## src/rtl/segdig_pkg.sv

```systemverilog
package segdig_pkg;
  typedef enum logic [1:0] {
    ACQ_CONT  = 2'd0,
    ACQ_TRANS = 2'd1,
    ACQ_MON   = 2'd2
  } acq_mode_e;

  localparam logic [1:0] SEL_MODE = 2'd0;
  localparam logic [1:0] SEL_DIV  = 2'd1;
  localparam logic [1:0] SEL_SEG  = 2'd2;
  localparam logic [1:0] SEL_POST = 2'd3;
endpackage

```

## src/rtl/segdig_tick_gen.sv

```systemverilog
module segdig_tick_gen #(
  parameter int DIV_W = 16
) (
  input  logic             clk,
  input  logic             rst_n,
  input  logic [DIV_W-1:0] div,
  input  logic             ext_sel,
  input  logic             ext_tick,
  output logic             int_tick,
  output logic             tick
);
  logic [DIV_W-1:0] cnt_q;

  assign int_tick = (cnt_q >= div);
  assign tick     = ext_sel ? ext_tick : int_tick;

  always_ff @(posedge clk or negedge rst_n) begin
    if (!rst_n)        cnt_q <= '0;
    else if (int_tick) cnt_q <= '0;
    else               cnt_q <= cnt_q + DIV_W'(1);
  end
endmodule

```

## src/rtl/segdig_seg_addr.sv

```systemverilog
module segdig_seg_addr #(
  parameter int ADDR_W = 19,
  parameter int LG_W   = 5
) (
  input  logic              clk,
  input  logic              rst_n,
  input  logic              restart,
  input  logic              adv,
  input  logic              trig,
  input  logic [LG_W-1:0]   lg,
  input  logic [ADDR_W-1:0] post_len,
  output logic [ADDR_W-1:0] addr,
  output logic              in_post,
  output logic              seg_adv_evt,
  output logic              done_evt
);
  localparam logic [ADDR_W-1:0] ONE = ADDR_W'(1);

  function automatic logic [ADDR_W-1:0] off_mask(input logic [LG_W-1:0] l);
    return ~({ADDR_W{1'b1}} << l);
  endfunction

  function automatic logic [ADDR_W-1:0] last_idx(input logic [LG_W-1:0] l);
    return {ADDR_W{1'b1}} >> l;
  endfunction

  logic [ADDR_W-1:0] idx_q, off_q, pcnt_q;
  logic              post_q;
  logic              post_end;

  assign addr        = (idx_q << lg) | off_q;
  assign in_post     = post_q;
  assign post_end    = adv && post_q && (pcnt_q <= ONE);
  assign seg_adv_evt = post_end && (idx_q != last_idx(lg));
  assign done_evt    = post_end && (idx_q == last_idx(lg));

  always_ff @(posedge clk or negedge rst_n) begin
    if (!rst_n) begin
      idx_q <= '0; off_q <= '0; pcnt_q <= '0; post_q <= 1'b0;
    end else if (restart) begin
      idx_q <= '0; off_q <= '0; pcnt_q <= '0; post_q <= 1'b0;
    end else begin
      if (post_end) begin
        off_q  <= '0;
        post_q <= 1'b0;
        if (seg_adv_evt) idx_q <= idx_q + ONE;
      end else if (adv) begin
        off_q <= (off_q + ONE) & off_mask(lg);
        if (post_q) pcnt_q <= pcnt_q - ONE;
      end
      if (trig && !post_q) begin
        post_q <= 1'b1;
        pcnt_q <= post_len;
      end
    end
  end
endmodule

```

## src/rtl/segdig_fifo_guard.sv

```systemverilog
module segdig_fifo_guard (
  input  logic clk,
  input  logic rst_n,
  input  logic clear,
  input  logic smp,
  input  logic fifo_full,
  output logic push,
  output logic ovf_evt,
  output logic overrun
);
  assign push    = smp && !fifo_full;
  assign ovf_evt = smp && fifo_full;

  always_ff @(posedge clk or negedge rst_n) begin
    if (!rst_n)       overrun <= 1'b0;
    else if (clear)   overrun <= 1'b0;
    else if (ovf_evt) overrun <= 1'b1;
  end
endmodule

```

## src/rtl/segdig_ctrl.sv

```systemverilog
module segdig_ctrl
  import segdig_pkg::*;
#(
  parameter int NCH    = 4,
  parameter int SW     = 8,
  parameter int ADDR_W = 19,
  parameter int DIV_W  = 16,
  parameter int LG_W   = $clog2(ADDR_W + 1),
  parameter int CFG_W  = (ADDR_W > DIV_W) ? ADDR_W : DIV_W
) (
  input  logic              clk,
  input  logic              rst_n,
  input  logic              cfg_we,
  input  logic [1:0]        cfg_sel,
  input  logic [CFG_W-1:0]  cfg_wdata,
  input  logic              start_trig,
  input  logic              stop_trig,
  input  logic              ext_tick,
  input  logic [NCH*SW-1:0] adc_data,
  input  logic              fifo_empty,
  input  logic              fifo_half,
  input  logic              fifo_full,
  output logic [ADDR_W-1:0] ram_addr,
  output logic              ram_we,
  output logic              fifo_we,
  output logic [NCH*SW-1:0] wdata,
  output logic [NCH*SW-1:0] live_data,
  output logic              srq,
  output logic              done,
  output logic              overrun
);
  localparam int DW = NCH * SW;

  acq_mode_e         mode_q;
  logic              ext_q;
  logic [DIV_W-1:0]  div_q;
  logic [LG_W-1:0]   lg_q;
  logic [ADDR_W-1:0] post_q;
  logic              run_q, done_q;

  logic              tick, int_tick;
  logic              is_cont, is_trans, is_mon;
  logic              smp_ev, tr_adv, tr_trig, cont_smp;
  logic [ADDR_W-1:0] seg_addr_w;
  logic              in_post, seg_adv_evt, seg_done_evt;
  logic              fifo_push, ovf_evt;

  assign is_cont  = (mode_q == ACQ_CONT);
  assign is_trans = (mode_q == ACQ_TRANS);
  assign is_mon   = (mode_q == ACQ_MON);
  assign smp_ev   = run_q && tick;
  assign tr_adv   = smp_ev && is_trans;
  assign tr_trig  = run_q && is_trans && stop_trig;
  assign cont_smp = smp_ev && is_cont;

  segdig_tick_gen #(.DIV_W(DIV_W)) u_tick (
    .clk(clk), .rst_n(rst_n), .div(div_q), .ext_sel(ext_q),
    .ext_tick(ext_tick), .int_tick(int_tick), .tick(tick)
  );

  segdig_seg_addr #(.ADDR_W(ADDR_W), .LG_W(LG_W)) u_seg (
    .clk(clk), .rst_n(rst_n), .restart(start_trig), .adv(tr_adv),
    .trig(tr_trig), .lg(lg_q), .post_len(post_q), .addr(seg_addr_w),
    .in_post(in_post), .seg_adv_evt(seg_adv_evt), .done_evt(seg_done_evt)
  );

  segdig_fifo_guard u_guard (
    .clk(clk), .rst_n(rst_n), .clear(start_trig), .smp(cont_smp),
    .fifo_full(fifo_full), .push(fifo_push), .ovf_evt(ovf_evt),
    .overrun(overrun)
  );

  always_ff @(posedge clk or negedge rst_n) begin
    if (!rst_n) begin
      mode_q <= ACQ_CONT; ext_q <= 1'b0; div_q <= '0; lg_q <= '0; post_q <= '0;
    end else if (cfg_we) begin
      case (cfg_sel)
        SEL_MODE: begin
          mode_q <= acq_mode_e'(cfg_wdata[1:0]);
          ext_q  <= cfg_wdata[2];
        end
        SEL_DIV:  div_q  <= cfg_wdata[DIV_W-1:0];
        SEL_SEG:  lg_q   <= cfg_wdata[LG_W-1:0];
        default:  post_q <= cfg_wdata[ADDR_W-1:0];
      endcase
    end
  end

  always_ff @(posedge clk or negedge rst_n) begin
    if (!rst_n) begin
      run_q <= 1'b0; done_q <= 1'b0;
    end else if (start_trig) begin
      run_q <= 1'b1; done_q <= 1'b0;
    end else if (seg_done_evt) begin
      run_q <= 1'b0; done_q <= 1'b1;
    end else if (stop_trig && !is_trans) begin
      run_q <= 1'b0;
    end
  end

  always_ff @(posedge clk or negedge rst_n) begin
    if (!rst_n) begin
      ram_we <= 1'b0; fifo_we <= 1'b0; ram_addr <= '0;
      wdata <= '0; live_data <= '0;
    end else begin
      ram_we  <= tr_adv;
      fifo_we <= fifo_push;
      if (tr_adv)           ram_addr  <= seg_addr_w;
      if (smp_ev)           wdata     <= adc_data[DW-1:0];
      if (smp_ev && is_mon) live_data <= adc_data[DW-1:0];
    end
  end

  assign done = done_q;
  assign srq  = is_cont ? (fifo_half || (!run_q && !fifo_empty)) : (is_trans && done_q);
endmodule

```

## config.mk

```make
export PLATFORM = sky130hd
export DESIGN_NAME = segdig_ctrl
export DESIGN_NICKNAME = d
export VERILOG_FILES = /design/src/rtl/segdig_pkg.sv /design/src/rtl/segdig_tick_gen.sv /design/src/rtl/segdig_seg_addr.sv /design/src/rtl/segdig_fifo_guard.sv /design/src/rtl/segdig_ctrl.sv
export SDC_FILE = /design/constraint.sdc
export NUM_CORES = 1
export LEC_CHECK = 0
export BUFFER_PORTS_ARGS = -buffer_cell sky130_fd_sc_hd__buf_2
export CORE_MARGIN = 3
export CORE_UTILIZATION = 35
export DETAILED_ROUTE_END_ITERATION = 10
export PLACE_DENSITY_LB_ADDON = 0.05
export SLEW_MARGIN = 5
export SYNTH_ARGS = -nofsm -noshare
export SYNTH_HDL_FRONTEND = slang
export SYNTH_SLANG_ARGS = --single-unit
export TNS_END_PERCENT = 50
```

## constraint.sdc

```tcl
create_clock -name clk -period 7.77 [get_ports clk]
set_input_delay 0 -clock clk [delete_from_list [all_inputs] [get_ports clk]]
set_output_delay 0 -clock clk [all_outputs]
set_load 0.1 [all_outputs]
```

==> metrics.md, run 1 <==
| Metric | Value |
|---|---|
| Outcome | `complete, no violations` |
| Startpoint Class | `flip-flop` |
| Critical path cell sequence | `ha_1 -> nand4_1 -> nor3_1 -> o2111ai_1 -> nand3_1 -> and2_2 -> nand3b_2 -> mux2_1` |
| Peak supply drop | `0.273 mV` |
| WL per Instance | `18.5 um` |
| Die Span Y | `182 um` |
| Leak | `5.92 nW` |
| Initial drt markers | `582` |
| Drt drc | `0` |
| R2R Setup Slk | `3.48 ns` |
| DR vias | `8625` |
| Clk network pwr share | `23.7%` |
| Synth Flop Type | `dfrtp_1` |
| Worst path bufs/invs | `0` |
| P_sw | `0.00229 W` |
| TritonCTS sink count | `205` |
| Hpwl dp | `20.7 mm` |
| Worst slew pin tran | `1.09 ns` |
| Sw Share | `49.0%` |
| Synth warn | `0` |
| Vias per inst | `5.29` |
| Yosys reg bits | `205` |
| 1st-pass router iterations | `4` |
| Fin Hold WS | `0.0614 ns` |
| Max-Cap Viols | `0` |
| CP required | `8.16 ns` |
| Post-layout nets | `1308` |
| Syn Nets | `1134` |
| CTS Buf Count | `24` |
| Final period utilization | `55.2%` |
| Max Fclk | `233 MHz` |
| Post-CTS Setup Inserts | `0` |
| Max FO, Critical Path | `35` |
| Root buf cell | `clkbuf_16` |
| Sequential share of the synthesized area | `47.1%` |
| TritonCTS clock tree | `yes` |
| Synth unique cells | `75` |
| Global route overflow | `0` |
| First-pass GRT wire length | `49.1 mm` |
| Initial antenna violation count | `1` |
| Hold WC Path Type | `input pin to asynchronous set/reset pin` |
| Logic pwr share | `44.9%` |
| Clk_lat worst skew | `0.53 ns` |
| # rows | `63` |
| Part of the power in registers | `31.4%` |
| Unrepaired setup endpoints after global routing | `no` |
| Die width | `182 um` |
| Final setup skew | `0.0141 ns` |
| Core area | `30100 um2` |
| Largest delay share family, worst path | `simple AND/OR/NAND/NOR gates` |
| CP endpoint kind | `flip-flop` |
| Critical path's largest stage delay | `0.85 ns` |
| Crit Path Category | `flip-flop to flip-flop` |
| Final ANT Viol Nets | `0` |
| Routed WL | `30.2 mm` |
| Ports | `150` |
| Setup violators final | `0` |
| Cell Int Power | `0.00238 W` |
| Total track usage | `18.0%` |
| Fin Setup TNS | `0 ns` |
| DIE AREA | `33300 um2` |
| GPL Wtd Cong | `0.829` |
| Clock buffer depth | `3` |
| Post-Synthesis Cells | `1051` |
| CTS clk-pin slew, worst paths | `0.06 ns` |
| Total power | `0.00467 W` |
| FFs w/ async S/R, synth | `100%` |
| H-tree levels | `1` |
| Vias in the first global route | `8722` |
| Largest net degree at the start of global routing | `85` |
| Slowest CP cell | `nand3b_2` |
| PortBufs | `149` |
| PwrDens | `352 nW/um2` |
| WP data arrival | `4.69 ns` |
| Fin. Hold Viols | `0` |
| Mean Syn Cell Area | `10.4 um2` |
| Initial core utilization | `36.2%` |
| # fillers | `2985` |
| Slew HR | `27.2%` |
| Layout cells sized above 1 | `22.5%` |
| Number of synthesized flops with an enable pin | `0` |
| Cell area after synthesis | `10900 um2` |
| Fin crit period | `4.29 ns` |
| Max Slew Vio Count | `0` |
| P&R area growth vs syn | `21.6%` |
-- cell type report --
| class | instances | area, um2 | share of cell area [%] |
|---|---|---|---|
| multi-input combinational | 742 | 5330 | 40.2 |
| sequential | 205 | 5130 | 38.7 |
| timing repair buffer | 218 | 1410 | 10.7 |
| clock buffer | 31 | 647 | 4.89 |
| tap | 390 | 488 | 3.69 |
| inverter | 34 | 128 | 0.964 |
| clock inverter | 9 | 106 | 0.803 |
| antenna | 1 | 2.50 | 0.0189 |
-- cells in the final DEF, fill, tap and decap left out, drive strengths merged, types with 10 or more instances in the layout --
cell | netlist | layout
dfrtp | 205 | 205
buf | 32 | 162
mux2 | 124 | 124
nor2 | 90 | 90
nand2 | 69 | 69
dlygate4sd3 | 0 | 56
o21ai | 51 | 51
a21oi | 49 | 49
nand3 | 39 | 39
inv | 34 | 34
clkbuf | 38 | 31
nand4 | 26 | 26
nor3 | 24 | 24
ha | 21 | 21
xor2 | 20 | 20
nor2b | 19 | 19
mux2i | 18 | 18
a211oi | 17 | 17
and3 | 16 | 16
or4 | 16 | 16
or3 | 11 | 11
o31ai | 10 | 10
-- repair_timing --
action,CTS,global route
resized for setup,0,0
hold endpoints to repair,194,0
hold buffers,56,0
-- final timing paths --
check,cells after the start,startpoint,end
max,8,u_tick.cnt_q[13],live_data[10]
min,2,rst_n,ram_addr[1]
max reg2reg,8,u_tick.cnt_q[13],live_data[10]
min reg2reg,2,ram_addr[1],ram_addr[1]
max in group asynchronous,3,rst_n,live_data[7]
min in group clk,3,cfg_we,ext_q
-- registers in the layout, indices dropped and copies added, names as in the netlist --
signal,cells
u_guard.overrun,1
post_q,19
done,1
div_q,16
wdata,32
u_seg.pcnt_q,19
run_q,1
ram_we,1
live_data,32
ext_q,1
fifo_we,1
u_tick.cnt_q,16
ram_addr,19
lg_q,5
u_seg.in_post,1
mode_q,2
u_seg.off_q,19
u_seg.idx_q,19
-- per-layer routing --
| metal | track usage [%] | vias up | part of all wire (%) |
|---|---|---|---|
| met5 | 0 | - | 0 |
| met4 | 4.24 | 0 | 2.2 |
| met3 | 2.37 | 47 | 3.4 |
| met2 | 29.7 | 158 | 48 |
| met1 | 25.2 | 4256 | 47 |
| li1 | - | 4164 | - |
-- per-stage QoR --
stage | util [%] | instance area, um2 | setup slack [ns] | instances
after floorplan | - | 10900 | 4.43 | 1051
after global placement | 39.6 | 11900 | 3.48 | 1533
after detailed placement | 39.6 | 11900 | 3.37 | 1533
after CTS | 44.0 | 13200 | 3.35 | 1629
after global routing | 44.0 | 13200 | 2.96 | 1630
final | 44.0 | 13200 | 3.48 | 1630
-- synth_stat cells, drive strengths merged, types with 8 or more instances --
cell    instances  area [um2]
xor2           20         175
nand2          69         262
nand3          39         200
or4            16         120
nor2           90         345
nor3           24         125
nor2b          19         119
o31ai          10        75.1
ha             21         263
o21ai          51         255
and3           16         100
a21oi          49         245
a31oi           8        50.1
mux2i          18         180
inv            34         128
buf            32         178
or3            11        68.8
dfrtp         205        5130
nand2b          9        56.3
xnor2           9        78.8
clkbuf         38         143
nand4          26         163
a211oi         17         128
mux2          124        1400
nor4            9        77.6
-- worst reg2reg max path, stage by stage (launching register included) --
cell and delay (ns):
dfrtp_1 0.41, ha_1 0.31, nand4_1 0.16, nor3_1 0.45
o2111ai_1 0.25, nand3_1 0.28, and2_2 0.81, nand3b_2 0.86
mux2_1 0.62
-- power groups by stage --
| stage | clock [W] | sequential [W] | combinational, W |
|---|---|---|---|
| finish | 0.00111 | 0.00146 | 0.00210 |
| global route | 0.00119 | 0.00150 | 0.00220 |
| CTS | 0.00114 | 0.00147 | 0.00211 |
| detailed placement | 0 | 0.00149 | 0.00209 |
| global placement | 0 | 0.00148 | 0.00208 |
| floorplan | 0 | 0.00266 | 0.000511 |
-- logic make-up after synthesis --
logic type | count (synthesis) | synth area share [%]
adders and majority gates | 21 | 2.41
AOI/OAI and AO/OA | 189 | 11.1
and+or+nand+nor | 354 | 17.0
xor gates and xnor gates | 29 | 2.33
buffers and inverters | 104 | 4.11
DFF | 205 | 47.1
muxes | 149 | 15.9
Power figures use the tool's default switching activity.
==> run 2: changes to the inputs <==
==> constraint.sdc (replaced) <==
create_clock -name clk -period 4 [get_ports clk]
set_input_delay 0 -clock clk [delete_from_list [all_inputs] [get_ports clk]]
set_output_delay 0 -clock clk [all_outputs]
set_load 0.1 [all_outputs]
==> run 2 against run 1 <==
Sequential power rose by 94%; cell count increased by 1.1%; flip-flop and latch count is the same; clock skew is 0.0051 ns higher; largest cell class unchanged; via count grew 0.37%; global-route usage barely moved; die area is the same; combinational power increased by 95%; critical path depth increased by 1.
==> metrics.md, run 2 (synthesis results as in run 1) <==
| Metric | Value |
|---|---|
| P&R area growth vs syn | `25.2% (was 21.6%)` |
| Vias per inst | `5.25 (was 5.29)` |
| # fillers | `2876 (was 2985)` |
| GPL Wtd Cong | `0.854 (was 0.829)` |
| WP data arrival | `3.75 ns (was 4.69 ns)` |
| Min-delay src | `cfg_we` |
| Largest net degree at the start of global routing | `107 (was 85)` |
| Post-layout nets | `1322 (was 1308)` |
| Final ANT Viol Nets | `0 (unchanged)` |
| Clock buffer depth | `3 (unchanged)` |
| FF-to-FF path depth | `9 (was 8)` |
| Fin Hold WS | `0.0587 ns (was 0.0614 ns)` |
| First-pass GRT wire length | `48.8 mm (was 49.1 mm)` |
| CP required | `4.41 ns (was 8.16 ns)` |
| PwrDens | `716 nW/um2 (was 352 nW/um2)` |
| Max FO, Critical Path | `21 (was 35)` |
| CTS Buf Count | `26 (was 24)` |
| Vias in the first global route | `8680 (was 8722)` |
| DP Area | `12000 um2 (was 11900 um2)` |
| # rows | `63 (unchanged)` |
| Final period utilization | `83.5% (was 55.2%)` |
| PortBufs | `149 (unchanged)` |
| Clk_lat worst skew | `0.53 ns (about the same)` |
| DR vias | `8657 (was 8625)` |
| Unrepaired setup endpoints after global routing | `no (unchanged)` |
| Most common cell after layout, fill and taps aside | `dfrtp_1 (unchanged)` |
| Most frequent cells in the layout | `dfrtp_1 (205), buf_2 (148), nor2_1 (89), nand2_1 (68), mux2_1 (64) (unchanged)` |
| Core area | `30100 um2 (unchanged)` |
| Hold WC Path Type | `input pin to flip-flop (was input pin to asynchronous set/reset pin)` |
| 1st-pass router iterations | `5 (was 4)` |
| Startpoint Class | `flip-flop (unchanged)` |
| Post-CTS Setup Inserts | `0 (unchanged)` |
| Worst r2r src | `u_tick.cnt_q[6] (was u_tick.cnt_q[13])` |
| Leak | `6.11 nW (was 5.92 nW)` |
| TritonCTS clock tree | `yes (unchanged)` |
| Reg-to-Reg End | `live_data[18] (was live_data[10])` |
| Min-Delay Endpoint | `ext_q` |
| DIE AREA | `33300 um2 (unchanged)` |
| CP endpoint kind | `flip-flop (unchanged)` |
| Initial drt markers | `437 (was 582)` |
| Fin Setup TNS | `0 ns (unchanged)` |
| Peak supply drop | `0.543 mV (was 0.273 mV)` |
| Cell count of the worst hold path | `3` |
| Die width | `182 um (unchanged)` |
| WL per Instance | `18.2 um (was 18.5 um)` |
| # diodes | `0 (was 1)` |
| CTS clk-pin slew, worst paths | `0.06 ns (about the same)` |
| Fin. Hold Viols | `0 (unchanged)` |
| Die Span Y | `182 um (unchanged)` |
| Ports | `150 (unchanged)` |
| Max-Cap Viols | `0 (unchanged)` |
| Global route overflow | `0 (unchanged)` |
| Setup violators final | `0 (unchanged)` |
| Total track usage | `18.0% (about the same)` |
| Slew HR | `24.5% (was 27.2%)` |
| Register area | `5130 um2 (unchanged)` |
| Layout cells sized above 1 | `23.8% (was 22.5%)` |
| Max Fclk | `299 MHz (was 233 MHz)` |
| Crit Path Category | `flip-flop to flip-flop (unchanged)` |
| Final instance area | `13600 um2 (was 13200 um2)` |
| Routed WL | `30.0 mm (was 30.2 mm)` |
| Hpwl dp | `20.7 mm (about the same)` |
| Multi-input gate area | `5330 um2 (unchanged)` |
| Initial core utilization | `36.2% (unchanged)` |
| Drt drc | `0 (unchanged)` |
| R2R Setup Slk | `0.66 ns (was 3.48 ns)` |
| Root buf cell | `clkbuf_16 (unchanged)` |
| Final setup skew | `0.0192 ns (was 0.0141 ns)` |
| H-tree levels | `1 (unchanged)` |
| Initial antenna violation count | `0 (was 1)` |
| Cts hold-fix bufs | `57 (was 56)` |
| Worst slew pin tran | `1.13 ns (was 1.09 ns)` |
| Biggest regs | `live_data: 32 flops, wdata: 32 flops (unchanged)` |
| Fin crit period | `3.34 ns (was 4.29 ns)` |
| Max Slew Vio Count | `0 (unchanged)` |
| TritonCTS sink count | `205 (unchanged)` |
| Resized cells post-CTS | `0 (unchanged)` |
| Outcome | `complete, no violations (unchanged)` |
-- run 2: cell count changes in the layout (fill, tap and decap cells not counted), sizes merged --
cell,change
diode,-1
clkinvlp,+1
buf,+11
bufinv,+8
dlygate4sd3,+1
clkinv,-3
inv,+1
-- run 2: power by group --
part / switching (W) / leakage (nW) / internal [W]
sequential: 0.000291 / 2.61 / 0.00253
clock: 0.000956 / 0.504 / 0.00188
combinational: 0.00326 / 3.00 / 0.000838
total: 0.00451 / 6.11 / 0.00525
-- run 2: final cells by class --
| class | instances | share of cell area (%) |
|---|---|---|
| Sequential cell | 205 | 37.6 |
| Timing Repair Buffer | 230 | 11.1 |
| Tap cell | 390 | 3.58 |
| Inverter | 34 | 0.936 |
| Multi-Input combinational cell | 742 | 39.1 |
| Clock inverter | 16 | 2.57 |
| Clock buffer | 31 | 5.06 |
-- run 2: how the worst max path moves through the flow --
stage                    startpoint       endpoint
global placement    u_tick.cnt_q[6]   live_data[5]
detailed placement  u_tick.cnt_q[6]  live_data[30]
floorplan                      done            srq
global route        u_tick.cnt_q[6]  live_data[20]
CTS                 u_tick.cnt_q[6]  live_data[20]
finish              u_tick.cnt_q[6]  live_data[18]
-- run 2: stage by stage --
step | util, % | setup slack [ns] | cells | total power (W)
after floorplan | - | 0.658 | 1051 | 0.00615
after global placement | 39.9 | 0.679 | 1544 | 0.00693
after detailed placement | 39.9 | 0.629 | 1544 | 0.00695
after CTS | 45.3 | 0.614 | 1648 | 0.00988
after global routing | 45.3 | 0.419 | 1648 | 0.0102
final | 45.3 | 0.661 | 1648 | 0.00976
-- run 2: metal layers --
metal	routed length, um	track usage, %
met5	0	0
met4	614	4.30
met3	1100	2.41
met2	14300	29.7
met1	14000	25.3
-- run 2: critical path: stages (launching register included) --
cell       delay, ns
dfrtp_1         0.44
ha_1            0.31
and3_1          0.20
a221o_1         0.37
a2111oi_2       0.41
nand3_1         0.30
and2_2          0.29
nand3b_2        0.33
buf_12          0.23
mux2_1          0.33
